File: src/rtl/shift_mul_pkg.sv
package shift_mul_pkg;
  typedef enum logic {OP_ADD = 1'b0, OP_SUB = 1'b1} acc_op_e;
endpackage

File: src/rtl/shift_mul_ctrl.sv
module shift_mul_ctrl #(
  parameter int WIDTH = 8,
  localparam int CNT_W = $clog2(WIDTH + 1)
) (
  input  logic clk_i,
  input  logic rst_ni,
  input  logic start_i,
  output logic load_o,
  output logic step_o,
  output logic last_o,
  output logic done_o
);
  logic             busy_q;
  logic [CNT_W-1:0] cnt_q;

  assign load_o = start_i & ~busy_q;
  assign step_o = busy_q;
  assign last_o = busy_q & (cnt_q == CNT_W'(WIDTH - 1));

  always_ff @(posedge clk_i or negedge rst_ni) begin
    if (!rst_ni) begin
      busy_q <= 1'b0;
      cnt_q  <= '0;
      done_o <= 1'b0;
    end else begin
      done_o <= last_o;
      if (load_o) begin
        busy_q <= 1'b1;
        cnt_q  <= '0;
      end else if (busy_q) begin
        if (last_o) busy_q <= 1'b0;
        else        cnt_q  <= cnt_q + 1'b1;
      end
    end
  end

  assert_done_pulse_R4: assert property (@(posedge clk_i) disable iff (!rst_ni)
    done_o |=> !done_o);
  assert_cnt_range_R4: assert property (@(posedge clk_i) disable iff (!rst_ni)
    busy_q |-> cnt_q < CNT_W'(WIDTH));
  assert_ignore_start_R5: assert property (@(posedge clk_i) disable iff (!rst_ni)
    (busy_q && start_i && !last_o) |=> (busy_q && cnt_q == CNT_W'($past(cnt_q) + 1'b1)));
endmodule

File: src/rtl/shift_mul_dp.sv
module shift_mul_dp
  import shift_mul_pkg::*;
#(
  parameter int WIDTH = 8,
  localparam int PW = 2 * WIDTH
) (
  input  logic             clk_i,
  input  logic             rst_ni,
  input  logic             load_i,
  input  logic             step_i,
  input  logic             last_i,
  input  logic             signed_i,
  input  logic [WIDTH-1:0] mcand_i,
  input  logic [WIDTH-1:0] mplier_i,
  output logic [PW-1:0]    prod_o
);
  logic [WIDTH-1:0] x_q;
  logic             sgn_q;
  logic [PW-1:0]    prod_q;
  logic [WIDTH-1:0] hi, lo, addend;
  logic [WIDTH:0]   hi_ext, add_ext, acc;
  acc_op_e          op;

  assign hi      = prod_q[PW-1:WIDTH];
  assign lo      = prod_q[WIDTH-1:0];
  assign addend  = lo[0] ? x_q : '0;
  // sign-extend one bit in signed mode so the result never overflows
  assign hi_ext  = {sgn_q & hi[WIDTH-1], hi};
  assign add_ext = {sgn_q & addend[WIDTH-1], addend};
  assign op      = (sgn_q && last_i) ? OP_SUB : OP_ADD;
  assign acc     = (op == OP_SUB) ? hi_ext - add_ext : hi_ext + add_ext;

  always_ff @(posedge clk_i or negedge rst_ni) begin
    if (!rst_ni) begin
      x_q    <= '0;
      sgn_q  <= 1'b0;
      prod_q <= '0;
    end else if (load_i) begin
      x_q    <= mcand_i;
      sgn_q  <= signed_i;
      prod_q <= {{WIDTH{1'b0}}, mplier_i};
    end else if (step_i) begin
      prod_q <= {acc, lo[WIDTH-1:1]};
    end
  end

  assign prod_o = prod_q;

  assert_hold_R6: assert property (@(posedge clk_i) disable iff (!rst_ni)
    (!load_i && !step_i) |=> $stable(prod_q));
  assert_operands_stable_R8: assert property (@(posedge clk_i) disable iff (!rst_ni)
    step_i |=> ($stable(x_q) && $stable(sgn_q)));
  assert_no_load_busy_R5: assert property (@(posedge clk_i) disable iff (!rst_ni)
    !(load_i && step_i));
endmodule

File: src/rtl/shift_mul.sv
module shift_mul #(
  parameter int WIDTH = 8
) (
  input  logic                 clk_i,
  input  logic                 rst_ni,
  input  logic                 start_i,
  input  logic                 signed_i,
  input  logic [WIDTH-1:0]     multiplicand_i,
  input  logic [WIDTH-1:0]     multiplier_i,
  output logic [2*WIDTH-1:0]   product_o,
  output logic                 done_o
);
  logic load, step, last;

  shift_mul_ctrl #(.WIDTH(WIDTH)) i_ctrl (
    .clk_i  (clk_i),
    .rst_ni (rst_ni),
    .start_i(start_i),
    .load_o (load),
    .step_o (step),
    .last_o (last),
    .done_o (done_o)
  );

  shift_mul_dp #(.WIDTH(WIDTH)) i_dp (
    .clk_i   (clk_i),
    .rst_ni  (rst_ni),
    .load_i  (load),
    .step_i  (step),
    .last_i  (last),
    .signed_i(signed_i),
    .mcand_i (multiplicand_i),
    .mplier_i(multiplier_i),
    .prod_o  (product_o)
  );

  assert_done_after_last_R4: assert property (@(posedge clk_i) disable iff (!rst_ni)
    done_o |-> $past(step) && !step);
endmodule

File: config.mk
export PLATFORM = sky130hd
export DESIGN_NAME = shift_mul
export DESIGN_NICKNAME = d
export VERILOG_FILES = /design/src/rtl/shift_mul_pkg.sv /design/src/rtl/shift_mul_ctrl.sv /design/src/rtl/shift_mul_dp.sv /design/src/rtl/shift_mul.sv
export SDC_FILE = /design/constraint.sdc
export NUM_CORES = 1
export LEC_CHECK = 0
export ABC_AREA = 1
export BUFFER_PORTS_ARGS = -buffer_cell sky130_fd_sc_hd__buf_4
export CORE_MARGIN = 1
export CORE_UTILIZATION = 49
export DETAILED_ROUTE_END_ITERATION = 12
export PLACE_DENSITY = 0.81
export SLEW_MARGIN = 30
export SYNTH_ARGS = -nofsm -noshare
export SYNTH_HDL_FRONTEND = slang
export SYNTH_SLANG_ARGS = --single-unit
export TNS_END_PERCENT = 10
File: constraint.sdc
create_clock -name clk_i -period 2.2 [get_ports clk_i]
set_clock_uncertainty 0.2 [all_clocks]
set_input_delay 0.66 -clock clk_i [delete_from_list [all_inputs] [get_ports clk_i]]
set_output_delay 0.66 -clock clk_i [all_outputs]
set_load 0.005 [all_outputs]
### Yosys cells after proc, flatten, opt, wreduce, memory -nomap -nowiden

Index checks and enable logic that the tools add are counted.

| operators by class | value |
|---|---|
| add/sub/neg operators | 3 |
| reductions and logical operators | 3 |
| bitwise gates (word level) | 5 |
| muxes and demuxes | 11 |
| equal/unequal tests | 2 |

Operator list:

| kind | number |
|---|---|
| $mux 16 | 2 |
| $mux 4 | 3 |
| $add 9x9->9 | 1 |
| $mux 9 | 1 |
| $sub 9x9->9 | 1 |
| $mux 8 | 1 |
| $add 4x1->4 const B | 1 |
| $and 1x1->1 | 4 |
| $eq 4x3->1 const B | 1 |
| $mux 1 | 4 |
| $ne 2x1->1 const B | 1 |
| $reduce_and 2->1 | 1 |
| $reduce_bool 2->1 | 1 |
| $logic_and 1x1->1 | 1 |
| $not 1->1 | 1 |

| word-level totals | value |
|---|---|
| input port bits | 20 |
| flip-flop bits (word level) | 31 |
| logic and storage cells | 30 |

### Logic depth before layout (Yosys ltp)

Gate-level depths: netlist of the first run.

| logic depth | value |
|---|---|
| depth after elaboration | 7 |
| mapped depth | 17 |
| mapped depth without buffers | 17 |

### Hierarchy

Synthesis of the first run repeated with hierarchy kept, for this count alone.

| second synthesis, totals | value |
|---|---|
| cell total of the unflattened synthesis | 263 |
| area total of the unflattened synthesis | 1,954.4 µm² |

By module, submodules not included:

| module | cells an instance | instances | area each (µm²) |
|---|---|---|---|
| shift_mul_dp | 228 | 1 | 1,665.3 |
| shift_mul_ctrl | 35 | 1 | 289.0 |

### Worst setup path before layout of the first run

OpenSTA, ideal clock, no wires.

| timing | value |
|---|---|
| kind | register to register |
| start point | reg i_ctrl.cnt_q[0] |
| end point | reg i_dp.prod_q[12] (netlist: i_dp.prod_o[12]) |
| clock period less this slack | 2.402 ns |
| arrival | 2.074 ns |
| stages on the path, launching flop included | 14 |
| path buffers | 0 |
| required time | 1.872 ns |
| setup slack | -0.202 ns |
| cells stage by stage | dfrtp_1 -> ha_1 -> inv_1 -> nor2_4 -> nand3_4 -> clkinv_2 -> o21ai_0 -> inv_1 -> ha_1 -> nand2_1 -> o21ai_1 -> nand3_1 -> a21boi_0 -> o21ai_0 |

| on the way | value |
|---|---|
| longest elaborated chain between the ends | 7 |

Ends and longest elaborated chain:

| what | RTL line | text |
|---|---|---|
| start, declared | shift_mul_ctrl.sv:14 | `logic [CNT_W-1:0] cnt_q;` |
| start signal, assigned | shift_mul_ctrl.sv:32 | `else cnt_q <= cnt_q + 1'b1;` |
| $eq 4x3->1 | shift_mul_ctrl.sv:18 | `assign last_o = busy_q & (cnt_q == CNT_W'(WIDTH - 1));` |
| $and 1x1->1 | shift_mul_ctrl.sv:18 |  |
| $logic_and 1x1->1 | shift_mul_dp.sv:30 | `assign op = (sgn_q && last_i) ? OP_SUB : OP_ADD;` |
| $mux 1 | shift_mul_dp.sv:30 |  |
| $mux 9 | shift_mul_dp.sv:31 | `assign acc = (op == OP_SUB) ? hi_ext - add_ext : hi_ext + add_ext;` |
| $mux 16 | shift_mul_dp.sv:42 | `end else if (step_i) begin` |
| $mux 16 | shift_mul_dp.sv:38 | `end else if (load_i) begin` |
| end signal, assigned | shift_mul_dp.sv:41 | `prod_q <= {{WIDTH{1'b0}}, mplier_i};` |
| end signal, assigned | shift_mul_dp.sv:43 | `prod_q <= {acc, lo[WIDTH-1:1]};` |
| end, declared | shift_mul_dp.sv:19 | `logic [PW-1:0] prod_q;` |

No other way between the ends. The select of a mux whose other input is x is not followed.
A chain may end at the register's enable or synchronous reset.

### Worst setup path in the final report of the first run

| timing | value |
|---|---|
| start point | reg i_dp.prod_q[0] (netlist: i_dp.prod_o[0]) |
| end point | reg i_dp.prod_q[15] (netlist: i_dp.prod_o[15]) |

| on the way | value |
|---|---|
| longest elaborated chain between the ends | 6 |

Ends and longest elaborated chain:

| what | RTL line | text |
|---|---|---|
| $mux 8 (*) | shift_mul_dp.sv:26 | `assign addend = lo[0] ? x_q : '0;` |
| $and 1x1->1 | shift_mul_dp.sv:29 | `assign add_ext = {sgn_q & addend[WIDTH-1], addend};` |
| $add 9x9->9 or $sub 9x9->9 (tied branches) | shift_mul_dp.sv:31 |  |
| $mux 9 (*) | shift_mul_dp.sv:31 |  |
| $mux 16 (*) | shift_mul_dp.sv:42 |  |
| $mux 16 (*) | shift_mul_dp.sv:38 |  |

Mark *: on every way between the ends. The rest lies on a longest branch, timed or not. The select of a mux whose other input is x is not followed.

==> run summary, run 1 <==
number of flops mapped to enable cells by yosys = 0
HPWL after detailed placement = 3080 um
worst skew pair latency = 0.29 ns
Fmax = 407 MHz
Initial Util = 0.529
worst path bufs/invs = 2
critical path required time = 2.18 ns
CTS Buffer Depth = 2
Max-Cap Viols = 0
CP Max Fanout = 5
setup ws final = -0.259 ns
most frequent cells in the layout = nand2_1 (86), buf_4 (70), dfrtp_1 (30), inv_1 (20), nand3_1 (15)
Crit-path slowest cell = dfrtp_2
WP data arrival = 2.44 ns
Netlist Area Pre-Place = 0.00184 mm2
number of remaining DRC errors = 0
pin count of the biggest net entering global routing = 32
area occupied by multi-input gates = 0.00105 mm2
CTS clk-pin slew, worst paths = 0.06 ns
Boundary Pins = 37
Yosys top cell area share = 0.423
Avg Cell Area, Syn = 7.65 um2
post-synth top area cell = dfrtp_1
Die Wd = 63.2 um
Synth async-reset ratio = 1.00
pins over their slew limit = 0
final core occ = 0.752
crit end category = register
htree depth = 2
clk root buf = clkbuf_8
layout overhead on the synthesized area = 42.1%
Slew HR = 0.745
full die area = 0.00399 mm2
vias per inst = 5.15
TritonRoute pass-1 iters = 5
predominant post-synthesis flop cell = dfrtp_1
critical path class = reg -> reg
setup TNS = -1.08 ns
WL final = 4580 um
hold-fix buffers at CTS = 0
# port buffers = 36
Routed Antenna Nets = 0
first-pass GRT wire length = 7380 um
share of cells above drive strength 1 = 0.364
Yosys reg bits = 31
DR WL/cell = 12.8 um
Post-Syn Instances = 240
largest stage delay on the critical path = 0.46 ns
final setup fails = 7
placer's final routability congestion estimate = 0.840
failing checks = setup timing
Mapped Nets = 271
core area = 0.00347 mm2
final hold violation count = 0
Cell Chain, Critical Path = buf_4 -> nand2_1 -> nand2_1 -> nor2_2 -> nand3_1 -> nand2_1 -> xor2_1 -> inv_1 -> ha_4 -> nand2_2 -> nor2_1 -> nor2_1 -> nand2_1 -> nand3_1 -> nand3_1 -> nand2_1
most common cell after layout, fill and taps aside = nand2_1
worst hold slack = 0.0934 ns
delay-heaviest family, CP = simple AND/OR/NAND/NOR gates
die height = 63.2 um
sequential fraction of the synthesis area = 0.423
worst slack at placement = -0.271 ns
DR vias = 1848
row count = 21
Critical Path Start Type = register
Final Cycle Share = 1.12
slew of the pin with the lowest slew margin = 0.382 ns
Initial DRC Count = 114
CTS tree = built
Hold Path Class = in -> async
RSZ-0062 raised after global routing = yes
CTS Sinks = 31
fill cell count = 249
leading post-synthesis cells by cell area = dfrtp_1 (42%), nand2_1 (19%), ha_1 (6.8%), nand3_1 (4.6%), inv_1 (4.3%)
vias in the first global route = 1798
number of synthesis warnings = 0
cts bufs inserted = 5
status = finished, violations left
# diodes = 0
FF/Latch Area = 777 um2
# nets final = 344
Critical Path Most Common Cell = nand2_1
reg2reg setup slack = -0.26 ns
Overall Global Routing Usage = 0.240
grt total ovfl = 0
post-synth cell types = 30
Final Critical Period = 2.46 ns
initial antenna violation count = 0
## Yosys cell counts, types with 2 or more instances
cell type,instances
a21oi_1,10
dfrtp_1,31
nor2_1,13
o211ai_1,3
nor2_2,2
ha_1,10
o21a_1,2
o22ai_1,2
nand2_2,3
nand3_1,17
inv_2,2
xor2_1,5
inv_1,21
nand2_1,93
buf_2,3
o21ai_0,9
## cells by family after synthesis
group / Yosys count / share of synthesized area
buffers and inverters: 29 / 0.0661
flip-flops: 31 / 0.423
XOR/XNOR: 6 / 0.0286
AO/OA/AOI/OAI: 31 / 0.101
adder cells (fa/ha/maj): 11 / 0.0791
AND/OR/NAND/NOR: 132 / 0.303
## through the flow
stage,cells,cell area [um2]
finish,359,2610
global route,359,2610
CTS,357,2550
detailed placement,344,2370
global placement,344,2370
floorplan,240,1870
## worst paths after layout
check,endpoint,depth (start not counted),from
setup / recovery,i_dp.prod_o[15],16,i_dp.prod_o[0]
hold / removal,i_ctrl.cnt_q[0],1,rst_ni
setup reg to reg,i_dp.prod_o[15],16,i_dp.prod_o[0]
hold reg to reg,i_dp.x_q[3],2,i_dp.x_q[3]
max in group asynchronous,i_dp.prod_o[0],1,rst_ni
min in group clk_i,i_dp.x_q[3],2,i_dp.x_q[3]
## per-layer routing
metal	routed length, um	global-route usage
met5	0	0
met4	99	0.119
met3	254	0.0688
met2	2330	0.415
met1	1900	0.269
## repair_timing
| action | in CTS | in global routing |
|---|---|---|
| endpoints found under the setup margin | 6 | 7 |
| buffers inserted | 6 | 2 |
| gates resized for setup | 13 | 13 |
| pin swaps | 15 | 18 |
## final cells by class
cell class,instances,share of cell area
Sequential cell,31,0.298
Tap cell,46,0.0221
Inverter,24,0.0365
Multi-Input combinational cell,180,0.404
Timing Repair Buffer,71,0.206
Clock inverter,1,0.00192
Clock buffer,6,0.0317
## sequential cells by signal, summed over array words and instances, names as in the netlist
name           flops
i_ctrl.step_o      1
i_dp.sgn_q         1
i_ctrl.done_o      1
i_ctrl.cnt_q       4
i_dp.prod_o       16
i_dp.x_q           8
## worst register-to-register path, delay by kind of cell (launching register included)
family	cells	cell delay [ns]
flops	1	0.46
fa+ha+maj	1	0.29
simple gates	12	0.98
buf+inv	2	0.26
xor+xnor	1	0.17
Power of run 1 is not shown: default switching activity piles up to over one toggle a cycle in this logic, so the estimate is an artifact.
==> run 2: changes to the inputs <==
--- a/config.mk
+++ b/config.mk
@@ -6,7 +6,7 @@
 export NUM_CORES = 1
 export LEC_CHECK = 0
 export ABC_AREA = 1
-export BUFFER_PORTS_ARGS = -buffer_cell sky130_fd_sc_hd__buf_4
+export BUFFER_PORTS_ARGS = -buffer_cell sky130_fd_sc_hd__buf_2
 export CORE_MARGIN = 1
 export CORE_UTILIZATION = 49
 export DETAILED_ROUTE_END_ITERATION = 12
==> run summary, run 2 (synthesis results as in run 1) <==
status = finished, violations left
failing checks = setup timing
Cell Chain, Critical Path = nand2_4 -> ha_4 -> nand2_2 -> nor2_4 -> nor2_4 -> a21oi_2 -> xnor2_1 -> ha_1 -> nand2_1 -> nor2_1 -> nand2_2 -> nand2_2 -> nand3_1 -> nand3_1 -> nand2_1
DR WL/cell = 12.4 um
Initial Util = 0.529
busiest layer in global routing = met2
Non-Filler Instances = 361
clk root buf = clkbuf_8
M1 GR Usage = 0.279
CTS Buffer Depth = 2
placed insts = 345
Critical Path Start Type = register
WP data arrival = 2.49 ns
# diodes = 0
setup ws final = -0.311 ns
vias in the first global route = 1686
Fmax = 398 MHz
fill cell count = 285
Critical Path Most Common Cell = nand2_2
row count = 21
crit end category = register
TritonRoute pass-1 iters = 4
initial antenna violation count = 0
full die area = 0.00399 mm2
Worst Setup SP = i_dp.prod_o[0]
most frequent cells in the layout = nand2_1 (84), buf_2 (36), buf_4 (35), dfrtp_1 (30), inv_1 (20)
largest stage delay on the critical path = 0.49 ns
layout overhead on the synthesized area = 37.2%
Hold Path Class = in -> async
FF/Latch Area = 777 um2
DR vias = 1825
CTS tree = built
reg-to-reg critical path endpoint = i_dp.prod_o[15]
Slew HR = 0.549
HPWL after detailed placement = 3040 um
CTS Sinks = 31
# nets final = 345
die height = 63.2 um
worst skew pair latency = 0.29 ns
worst hold slack = 0.205 ns
reg2reg path depth = 15
Crit-path slowest cell = dfrtp_2
RR Startpoint = i_dp.prod_o[0]
# port buffers = 36
reg2reg setup slack = -0.31 ns
Routed Antenna Nets = 0
WL final = 4470 um
Critical Path Sink = i_dp.prod_o[15]
pin count of the biggest net entering global routing = 32
number of flip-flops in the largest register = 16
area occupied by multi-input gates = 0.00105 mm2
vias per inst = 5.06
Initial DRC Count = 81
htree depth = 2
pins over their slew limit = 0
placer's final routability congestion estimate = 0.817
number of remaining DRC errors = 0
final core occ = 0.726
global routing usage on met2 = 0.376
grt total ovfl = 0
final setup fails = 7
Die Wd = 63.2 um
final hold violation count = 0
first-pass GRT wire length = 6960 um
CP Max Fanout = 7
Final Cycle Share = 1.14
most common cell after layout, fill and taps aside = nand2_1
Area after DPL = 0.00229 mm2
RSZ-0062 raised after global routing = yes
cts bufs inserted = 5
Boundary Pins = 37
met3 GRT Util = 0.0507
Final Critical Period = 2.51 ns
core area = 0.00347 mm2
critical path class = reg -> reg
share of cells above drive strength 1 = 0.365
Overall Global Routing Usage = 0.223
post-layout instance area = 0.00252 mm2
Max-Cap Viols = 0
CTS clk-pin slew, worst paths = 0.06 ns
critical path required time = 2.18 ns
slew of the pin with the lowest slew margin = 0.677 ns
-- run 2: area by class of cell --
cell class	instances	area share
multi-input combinational	180	0.418
sequential	31	0.308
timing repair buffer	72	0.180
inverter	24	0.0378
clock buffer	7	0.0303
tap	46	0.0229
clock inverter	1	0.00199
-- run 2: repair_timing --
| item | CTS | global route |
|---|---|---|
| hold buffers | 0 | 0 |
| gates resized for setup | 11 | 17 |
| pin swaps | 13 | 20 |
| endpoints found under the setup margin | 6 | 6 |
| buffers inserted | 3 | 5 |
-- run 2: through the flow --
stage                     setup slack, ns  TNS, ns
after floorplan                    -0.104   -0.309
after global placement             -0.174   -0.687
after detailed placement           -0.269    -1.11
after CTS                          -0.140   -0.527
after global routing               -0.467    -2.15
final                              -0.311    -1.15
-- run 2: worst max-delay path, delay by kind of cell, from the launching register on --
family | cells | cell delay [ns]
adders and majority gates | 2 | 0.52
AOI/OAI and AO/OA | 1 | 0.11
and+or+nand+nor | 11 | 0.96
xor gates and xnor gates | 1 | 0.11
DFF | 1 | 0.49
-- run 2: routing by layer --
metal  vias up  share of wire
met5         -              0
met3         7          0.042
met4         0         0.0076
met2        41           0.50
met1       855           0.45
li1        922              -
-- run 2: how the worst min path moves through the flow --
stage | from | to
3_3_place_gp | i_dp.x_q[3] | i_dp.x_q[3]
5_1_grt | rst_ni | i_dp.x_q[1]
4_1_cts | rst_ni | i_dp.x_q[1]
6_report | rst_ni | i_ctrl.cnt_q[1]
2_1_floorplan | rst_ni | i_ctrl.cnt_q[0]
3_5_place_dp | i_dp.x_q[6] | i_dp.x_q[6]
Power of run 2 is left out for the same reason.
==> run 3: changes to the inputs <==
--- a/config.mk
+++ b/config.mk
@@ -8,11 +8,12 @@
 export ABC_AREA = 1
 export BUFFER_PORTS_ARGS = -buffer_cell sky130_fd_sc_hd__buf_2
 export CORE_MARGIN = 1
-export CORE_UTILIZATION = 49
+export CORE_UTILIZATION = 50
 export DETAILED_ROUTE_END_ITERATION = 12
-export PLACE_DENSITY = 0.81
+export PLACE_DENSITY = 0.76
 export SLEW_MARGIN = 30
 export SYNTH_ARGS = -nofsm -noshare
 export SYNTH_HDL_FRONTEND = slang
+export SYNTH_HIERARCHICAL = 1
 export SYNTH_SLANG_ARGS = --single-unit
 export TNS_END_PERCENT = 10
==> run summary, run 3 <==
status = finished, violations left
failing checks = setup timing
number of synthesis warnings = 6
pin count of the biggest net entering global routing = 32
RR Startpoint = i_ctrl/cnt_q[1]
Fmax = 402 MHz
Overall Global Routing Usage = 0.259
WL final = 4950 um
predominant post-synthesis flop cell = dfrtp_1
first-pass GRT wire length = 8200 um
Avg Cell Area, Syn = 7.43 um2
Routed Antenna Nets = 0
Yosys top cell area share = 0.397
Slew HR = 0.540
most common cell after layout, fill and taps aside = nand2_1
full die area = 0.00416 mm2
layout overhead on the synthesized area = 38.8%
share of cells above drive strength 1 = 0.345
placed insts = 374
number of flip-flops in the largest register = 16
number of remaining DRC errors = 0
CTS Buffer Depth = 2
Boundary Pins = 37
Non-Filler Instances = 390
Hold Path Class = in -> async
DR WL/cell = 12.7 um
cts bufs inserted = 5
TritonRoute pass-1 iters = 7
clk root buf = clkbuf_8
Mapped Nets = 294
row count = 22
critical path required time = 2.20 ns
# port buffers = 36
Yosys reg bits = 31
placer's final routability congestion estimate = 0.861
vias per inst = 5.14
leading post-synthesis cells by cell area = dfrtp_1 (40%), nand2_1 (14%), inv_1 (6.5%), ha_1 (6.4%), nand3_1 (4.9%)
reg-to-reg critical path endpoint = i_dp/prod_o[14]
core area = 0.00372 mm2
Final Critical Period = 2.49 ns
crit end category = register
slew of the pin with the lowest slew margin = 0.691 ns
grt total ovfl = 0
Die Wd = 64.5 um
RSZ-0062 raised after global routing = yes
Area after DPL = 0.00248 mm2
top-count cell post-synth = nand2_1
Post-Syn Instances = 263
reg2reg setup slack = -0.29 ns
Netlist Area Pre-Place = 0.00195 mm2
reg2reg path depth = 13
CTS tree = built
pins over their slew limit = 0
list of most frequent post-synthesis cells = nand2_1 (75), inv_1 (34), dfrtp_1 (31), nand3_1 (19), o21ai_0 (19)
htree depth = 2
setup ws final = -0.288 ns
Synth async-reset ratio = 1.00
# diodes = 0
vias in the first global route = 1958
Initial DRC Count = 147
# nets final = 373
final setup fails = 7
Initial Util = 0.526
post-synth top area cell = dfrtp_1
Max-Cap Viols = 0
die height = 64.5 um
initial antenna violation count = 0
fill cell count = 298
Worst Setup SP = i_ctrl/cnt_q[1]
post-synth cell types = 28
worst skew pair latency = 0.28 ns
post-layout instance area = 0.00271 mm2
most frequent cells in the layout = nand2_1 (71), buf_4 (42), buf_2 (36), inv_1 (33), dfrtp_1 (30)
WP data arrival = 2.48 ns
number of flops mapped to enable cells by yosys = 0
DR vias = 2003
CP Max Fanout = 6
HPWL after detailed placement = 3510 um
Critical Path Start Type = register
CTS Sinks = 31
sequential fraction of the synthesis area = 0.397
final hold violation count = 0
critical path class = reg -> reg
hold-fix buffers at CTS = 0
CTS clk-pin slew, worst paths = 0.06 ns
Final Cycle Share = 1.13
-- run 3: cell types whose count changed after synthesis, sizes merged, moves of 2 or more --
| cell | delta |
|---|---|
| xnor2 | +3 |
| inv | +14 |
| nand2 | -13 |
| nand4 | +5 |
| or2 | +2 |
| a31oi | +2 |
| o211ai | -3 |
| o21ai | +12 |
| nand3 | +2 |
| o22ai | +2 |
| a21oi | +3 |
-- run 3: area by class of cell --
class / count / area, um2 / share of cell area
flip-flops and latches: 31 / 777 / 0.286
inverters: 37 / 141 / 0.0521
multi-input cells: 189 / 1140 / 0.419
well taps: 48 / 60.1 / 0.0221
clock buffers: 6 / 72.6 / 0.0268
repair buffers: 78 / 495 / 0.183
clock inverters: 1 / 30.0 / 0.0111
-- run 3: critical path: stages, from the launching register on --
cell	delay, ns
dfrtp_1	0.39
ha_4	0.16
nand3_4	0.07
nor2_4	0.14
nand2_4	0.09
o21ai_0	0.37
inv_1	0.09
ha_1	0.31
nand3_1	0.08
nand2_1	0.10
nand2_1	0.09
nand3_1	0.09
nand2_1	0.05
o21ai_0	0.16
-- run 3: layer usage --
layer	global-route usage	up-vias	wire, um
li1	-	1000	-
met1	0.297	932	2140
met2	0.445	63	2540
met3	0.0687	8	208
met4	0.128	0	64
met5	0	-	0
-- run 3: logic make-up (layout without fill, tap and decap cells) --
kind of cell    after synthesis  in the layout  synth area share
simple gates                126            126             0.283
flops                        31             31             0.397
buf+inv                      43            122            0.0883
compound gates               43             43             0.117
xor+xnor                      9              9            0.0403
fa+ha+maj                    11             11            0.0743
-- run 3: how the worst max path moves through the flow --
stage | end | cells after the start
6_report | i_dp/prod_o[14] | 13
5_1_grt | i_dp/prod_o[15] | 14
4_1_cts | i_dp/prod_o[15] | 18
3_5_place_dp | i_dp/prod_o[15] | 18
3_3_place_gp | i_dp/prod_o[15] | 18
2_1_floorplan | i_dp/prod_o[15] | 18
-- run 3: repair_timing --
item,4_1_cts,5_1_grt
pin swaps,7,4
gates resized for setup,8,6
endpoints found under the setup margin,7,8
setup buffers,8,1
-- run 3: stage by stage --
step | worst slack (ns) | utilization | hold slack (ns) | setup TNS, ns
floorplan | -0.187 | - | 0.164 | -0.911
global placement | -0.267 | 0.666 | 0.258 | -1.19
detailed placement | -0.321 | 0.666 | 0.286 | -1.69
CTS | -0.260 | 0.719 | 0.232 | -1.13
global route | -0.444 | 0.730 | 0.261 | -2.55
finish | -0.288 | 0.730 | 0.216 | -1.40
Power of run 3 is left out for the same reason.
